## config.mk

```make
export PLATFORM = sky130hd
export DESIGN_NAME = smb_strap_slave
export DESIGN_NICKNAME = d
export VERILOG_FILES = /design/src/rtl/smb_pkg.sv /design/src/rtl/smb_sync.sv /design/src/rtl/smb_bus_events.sv /design/src/rtl/smb_strap.sv /design/src/rtl/smb_regfile.sv /design/src/rtl/smb_strap_slave.sv
export SDC_FILE = /design/constraint.sdc
export NUM_CORES = 1
export LEC_CHECK = 0
export BUFFER_PORTS_ARGS = -buffer_cell sky130_fd_sc_hd__buf_2
export CAP_MARGIN = 15
export CORE_UTILIZATION = 40
export CTS_CLUSTER_DIAMETER = 30
export DETAILED_ROUTE_END_ITERATION = 16
export PLACE_DENSITY = 0.61
export SETUP_SLACK_MARGIN = 0.3
export SLEW_MARGIN = 30
export SYNTH_ARGS = -nofsm -noshare
export SYNTH_HDL_FRONTEND = slang
export SYNTH_HIERARCHICAL = 1
export SYNTH_SLANG_ARGS = --single-unit
```

## constraint.sdc

```tcl
create_clock -name clk -period 4.3 [get_ports clk]
set_input_delay 0.215 -clock clk [delete_from_list [all_inputs] [get_ports clk]]
set_output_delay 0.215 -clock clk [all_outputs]
set_load 0.05 [all_outputs]
```

## src/rtl/smb_pkg.sv

```systemverilog
package smb_pkg;

  localparam logic [4:0] ADDR_PREFIX = 5'b01011;

  typedef enum logic [2:0] {
    ST_IDLE,
    ST_RX,
    ST_ACK,
    ST_TX,
    ST_TXACK
  } smb_state_e;

  typedef enum logic [1:0] {
    PH_ADDR,
    PH_CMD,
    PH_DATA
  } smb_phase_e;

  // sense_lo: pin read with pull-down, sense_hi: pin read with pull-up
  function automatic logic [1:0] strap_decode(input logic sense_lo, input logic sense_hi);
    case ({sense_lo, sense_hi})
      2'b00:   return 2'b00;  // grounded
      2'b11:   return 2'b01;  // tied high
      default: return 2'b10;  // floating (or inconsistent)
    endcase
  endfunction

  function automatic logic [6:0] make_addr(input logic [1:0] low_bits);
    return {ADDR_PREFIX, low_bits};
  endfunction

  function automatic logic [7:0] ptr_next(input logic [7:0] p);
    return p + 8'd1;
  endfunction

endpackage

```

## src/rtl/smb_sync.sv

```systemverilog
module smb_sync #(
  parameter int STAGES = 2
) (
  input  logic clk,
  input  logic rst_n,
  input  logic d,
  output logic q
);
  logic [STAGES-1:0] sr;

  always_ff @(posedge clk or negedge rst_n) begin
    if (!rst_n) sr <= '1;
    else        sr <= {sr[STAGES-2:0], d};
  end

  assign q = sr[STAGES-1];
endmodule

```

## src/rtl/smb_bus_events.sv

```systemverilog
module smb_bus_events (
  input  logic clk,
  input  logic rst_n,
  input  logic scl_s,
  input  logic sda_s,
  output logic scl_rise,
  output logic scl_fall,
  output logic scl_high,
  output logic bus_start,
  output logic bus_stop
);
  logic scl_p, sda_p;

  always_ff @(posedge clk or negedge rst_n) begin
    if (!rst_n) begin
      scl_p <= 1'b1;
      sda_p <= 1'b1;
    end else begin
      scl_p <= scl_s;
      sda_p <= sda_s;
    end
  end

  assign scl_rise  = scl_s & ~scl_p;
  assign scl_fall  = ~scl_s & scl_p;
  assign scl_high  = scl_s;
  assign bus_start = scl_s & scl_p & sda_p & ~sda_s;
  assign bus_stop  = scl_s & scl_p & ~sda_p & sda_s;
endmodule

```

## src/rtl/smb_strap.sv

```systemverilog
module smb_strap
  import smb_pkg::*;
(
  input  logic       clk,
  input  logic       rst_n,
  input  logic       sense_lo,
  input  logic       sense_hi,
  output logic [6:0] own_addr,
  output logic       strap_done
);
  always_ff @(posedge clk or negedge rst_n) begin
    if (!rst_n) begin
      own_addr   <= make_addr(2'b10);
      strap_done <= 1'b0;
    end else if (!strap_done) begin
      own_addr   <= make_addr(strap_decode(sense_lo, sense_hi));
      strap_done <= 1'b1;
    end
  end
endmodule

```

## src/rtl/smb_regfile.sv

```systemverilog
module smb_regfile #(
  parameter int NREGS = 8,
  parameter int DW    = 8,
  localparam int IW   = $clog2(NREGS)
) (
  input  logic          clk,
  input  logic          rst_n,
  input  logic          wr_en,
  input  logic [IW-1:0] wr_idx,
  input  logic [DW-1:0] wr_data,
  input  logic [IW-1:0] rd_idx,
  output logic [DW-1:0] rd_data
);
  logic [NREGS*DW-1:0] flat;

  for (genvar g = 0; g < NREGS; g++) begin : g_reg
    logic [DW-1:0] q;
    always_ff @(posedge clk or negedge rst_n) begin
      if (!rst_n)                            q <= '0;
      else if (wr_en && wr_idx == IW'(g))    q <= wr_data;
    end
    assign flat[g*DW +: DW] = q;
  end

  assign rd_data = flat[int'(rd_idx)*DW +: DW];
endmodule

```

## src/rtl/smb_strap_slave.sv

```systemverilog
module smb_strap_slave
  import smb_pkg::*;
#(
  parameter int NREGS       = 8,
  parameter int SYNC_STAGES = 2
) (
  input  logic clk,
  input  logic rst_n,
  input  logic scl_i,
  input  logic sda_i,
  input  logic strap_sense_lo_i,
  input  logic strap_sense_hi_i,
  output logic sda_pull_o
);
  localparam int IW = $clog2(NREGS);

  logic scl_s, sda_s;
  logic scl_rise, scl_fall, scl_high, bus_start, bus_stop;
  logic [6:0] own_addr;
  logic strap_done;

  smb_state_e state;
  smb_phase_e phase;
  logic [2:0] bit_cnt;
  logic [7:0] sh;
  logic [7:0] tx;
  logic [7:0] ptr;
  logic       got8;
  logic       rw;
  logic       mack;
  logic       oe;

  logic       wr_en;
  logic [7:0] rd_data;
  logic       addr_hit;

  smb_sync #(.STAGES(SYNC_STAGES)) u_sync_scl (
    .clk(clk), .rst_n(rst_n), .d(scl_i), .q(scl_s)
  );
  smb_sync #(.STAGES(SYNC_STAGES)) u_sync_sda (
    .clk(clk), .rst_n(rst_n), .d(sda_i), .q(sda_s)
  );

  smb_bus_events u_events (
    .clk(clk), .rst_n(rst_n), .scl_s(scl_s), .sda_s(sda_s),
    .scl_rise(scl_rise), .scl_fall(scl_fall), .scl_high(scl_high),
    .bus_start(bus_start), .bus_stop(bus_stop)
  );

  smb_strap u_strap (
    .clk(clk), .rst_n(rst_n),
    .sense_lo(strap_sense_lo_i), .sense_hi(strap_sense_hi_i),
    .own_addr(own_addr), .strap_done(strap_done)
  );

  assign addr_hit = (sh[7:1] == own_addr);
  assign wr_en    = (state == ST_RX) && scl_fall && got8 && (phase == PH_DATA);

  smb_regfile #(.NREGS(NREGS), .DW(8)) u_regs (
    .clk(clk), .rst_n(rst_n),
    .wr_en(wr_en), .wr_idx(ptr[IW-1:0]), .wr_data(sh),
    .rd_idx(ptr[IW-1:0]), .rd_data(rd_data)
  );

  always_ff @(posedge clk or negedge rst_n) begin
    if (!rst_n) begin
      state   <= ST_IDLE;
      phase   <= PH_ADDR;
      bit_cnt <= '0;
      sh      <= '0;
      tx      <= '0;
      ptr     <= '0;
      got8    <= 1'b0;
      rw      <= 1'b0;
      mack    <= 1'b1;
      oe      <= 1'b0;
    end else if (bus_start) begin
      state   <= ST_RX;
      phase   <= PH_ADDR;
      bit_cnt <= '0;
      got8    <= 1'b0;
      oe      <= 1'b0;
    end else if (bus_stop) begin
      state   <= ST_IDLE;
      got8    <= 1'b0;
      oe      <= 1'b0;
    end else begin
      case (state)
        ST_RX: begin
          if (scl_rise) begin
            sh      <= {sh[6:0], sda_s};
            bit_cnt <= bit_cnt + 3'd1;
            if (bit_cnt == 3'd7) got8 <= 1'b1;
          end else if (scl_fall && got8) begin
            got8 <= 1'b0;
            case (phase)
              PH_ADDR: begin
                if (addr_hit) begin
                  rw    <= sh[0];
                  oe    <= 1'b1;
                  state <= ST_ACK;
                  phase <= sh[0] ? PH_DATA : PH_CMD;
                end else begin
                  state <= ST_IDLE;
                end
              end
              PH_CMD: begin
                ptr   <= sh;
                oe    <= 1'b1;
                state <= ST_ACK;
                phase <= PH_DATA;
              end
              default: begin
                ptr   <= ptr_next(ptr);
                oe    <= 1'b1;
                state <= ST_ACK;
              end
            endcase
          end
        end
        ST_ACK: begin
          if (scl_fall) begin
            bit_cnt <= '0;
            if (rw) begin
              tx    <= rd_data;
              ptr   <= ptr_next(ptr);
              oe    <= ~rd_data[7];
              state <= ST_TX;
            end else begin
              oe    <= 1'b0;
              state <= ST_RX;
            end
          end
        end
        ST_TX: begin
          if (scl_fall) begin
            if (bit_cnt == 3'd7) begin
              bit_cnt <= '0;
              oe      <= 1'b0;
              state   <= ST_TXACK;
            end else begin
              bit_cnt <= bit_cnt + 3'd1;
              tx      <= {tx[6:0], 1'b0};
              oe      <= ~tx[6];
            end
          end
        end
        ST_TXACK: begin
          if (scl_rise) begin
            mack <= sda_s;
          end else if (scl_fall) begin
            if (!mack) begin
              tx    <= rd_data;
              ptr   <= ptr_next(ptr);
              oe    <= ~rd_data[7];
              state <= ST_TX;
            end else begin
              state <= ST_IDLE;
            end
          end
        end
        default: ;
      endcase
    end
  end

  assign sda_pull_o = oe;

endmodule

```

==> out/qor.csv <==
stage;metric;value;unit
status;status;finished, final reports clean;
drt;antenna_left;0;
worst_setup_path;crit_arrival;3410;ps
sta;slew_viol_final;0;
drt;vias;3074;
global_route;overflow;0;
sta;worst_pin_slew;901;ps
die;coreArea;12300;sq um
worst_setup_path;cp-start-kind;flip-flop;
clock_tree;cts_made_buffers;9;
drt;wl_per_cell;18.1;um
drt;maxUsedRoutingLayer;met4;
pwr;switchingPower;0.000818;W
sta;fin_crit;3180;ps
clock_tree;cts-resized-gates;0;
drt;vias_per_cell;5.48;
pwr;comb_power_share;0.194;
run;drv_cap;0;
cells_and_area;seqCellArea;2590;sq um
worst_setup_path;endpoint_kind;flip-flop;
drt;wl_met2;4600;um
worst_setup_path;critPathMaxFanout;8;
place;gp_congestion;0.861;
drt;wl_met3;337;um
synthesis;synth_warnings;6;
global_route;track_usage;0.173;
clock_tree;clk_latency;350;ps
place;port_buffers;6;
sta;hold_ws;211;ps
die;die_h;115;um
sta;final.period_utilization;0.740;
pwr;power;0.00248;W
pwr;seq_power_share;0.498;
die;die_w;115;um
sta;fmax;314;MHz
place;dp_slack;1010;ps
cells_and_area;finish.utilization;0.457;
drt;drtIter0Drc;156;
pwr;p_clk_frac;0.307;
sta;tns;0;ps
die;pin_count;7;
die;die-area;13300;sq um
die;num_rows;40;
die;initial_core_util;0.418;
drt;drt-met1-wl;5020;um
clock_tree;htreeDepth;3;
worst_setup_path;crit_type;flip-flop to flip-flop;
clock_tree;path_clk_slew;70;ps
clock_tree;cts_buffer_depth;2;
clock_tree;cts_root_buf;clkbuf_16;
clock_tree;ctsHoldBuffers;3;
synthesis;syn_area;5130;sq um
clock_tree;cts_tree;yes;
sta;slew_headroom;0.395;
sta;final.setup.worst_slack;1120;ps
pwr;sw_frac_of_total;0.329;
cells_and_area;layout.nets;398;
pwr;ir_worst_vdd;0.000354;V
worst_setup_path;required;4530;ps
sta;rsz0062_at_grt;no;
global_route;grt_pass1_wl;17100;um
clock_tree;cts_sinks;103;
sta;finClkSkew;9.43;ps
global_route;grt_pass1_vias;3145;
pwr;leakage;2.67;nW
synthesis;syn_area_per_cell;13.3;sq um
min_path;holdCritPathClass;primary input to flip-flop;
drt;dr.pass1.iters;4;
pwr;power_density;443;nW/um^2
drt;routed_wl;10100;um
drt;drc_errors;0;
place;hpwlAfterDp;6660;um
cells_and_area;n_fill_cell;1109;
cells_and_area;syn_to_final_growth;9.32;%
sta;hold_viol;0;
global_route;antenna_found_initial;0;
cells_and_area;diodes;0;
sta;setup_viol;0;
clock_tree;cts_setup_buffers;0;
synthesis;syn_inst;386;
cells_and_area;layout-drive-gt1-share;0.336;
pwr;p_int;0.00167;W
global_route;grt_max_degree;55;
cells_and_area;multi_input_area;2420;sq um
## metrics by stage
stage,instances,area (sq um)
final,561,5610
after global routing,561,5610
after CTS,560,5580
after detailed placement,541,5280
after floorplan,390,5140
after global placement,541,5280
## layout make-up
cell class | count | area share
Inverter | 5 | 0.00335
Clock inverter | 6 | 0.00848
Multi-Input combinational cell | 256 | 0.432
Timing Repair Buffer | 13 | 0.0161
Sequential cell | 103 | 0.462
Tap cell | 168 | 0.0375
Clock buffer | 10 | 0.0408
## critical path: stages, from the launching register on
cell and delay, ps:
dfstp_2 540, nor2b_1 440, nand3_1 190, nor3_1 720, nand4b_1 690, mux2_2 490
## worst paths after layout
kind	slack [ps]	to	start	depth (start not counted)
max	1120	u_regs/g_reg[3].q[1]	u_events/scl_p	5
min	210	u_strap/own_addr[1]	strap_sense_hi_i	3
max reg2reg	1120	u_regs/g_reg[3].q[1]	u_events/scl_p	5
min reg2reg	360	u_sync_scl/sr[1]	u_sync_scl/sr[0]	0
max in group asynchronous	2720	ptr[2]	rst_n	3
min in group asynchronous	450	bit_cnt[2]	rst_n	2
## per-layer routing
layer | vias to the layer above | global-route usage
li1 | 1429 | -
met1 | 1584 | 0.242
met2 | 49 | 0.262
met3 | 12 | 0.0411
met4 | 0 | 0.0649
met5 | - | 0
## registers in the layout, summed over array words and instances, names as in the netlist, 2 cells and up
register and count:
tx 7, sh 8, u_strap/own_addr 2, ptr 3, u_regs/g.q 64, state 3
bit_cnt 3, phase 2, u_sync_sda/sr 2, u_sync_scl/sr 2
## power by group through the flow
| stage | registers (W) | clock network [W] | logic [W] |
|---|---|---|---|
| global placement | 0.00125 | 0 | 0.000468 |
| finish | 0.00124 | 0.000763 | 0.000483 |
| global route | 0.00126 | 0.000825 | 0.000538 |
| detailed placement | 0.00125 | 0 | 0.000476 |
| CTS | 0.00123 | 0.000786 | 0.000481 |
| floorplan | 0.00113 | 0 | 0.000477 |
## placed cells by master (no fill, tap or decap), types with 3 or more instances in the layout
cell type	instances
or2_2	3
nor3_1	4
inv_1	5
clkinvlp_4	3
dlygate4sd3_1	3
ha_1	4
nor2_1	13
mux2_2	87
dfstp_2	8
a21oi_1	11
mux2i_1	8
nand4b_1	4
buf_4	4
clkbuf_16	9
nand3_1	5
dfrtp_1	94
nor2b_1	5
buf_2	5
nor4_1	3
xor2_1	7
o21ai_0	15
nand2b_1	4
nand2_1	23
mux4_1	15
conb_1	6
Note: power is estimated with default switching activity, not from simulation.
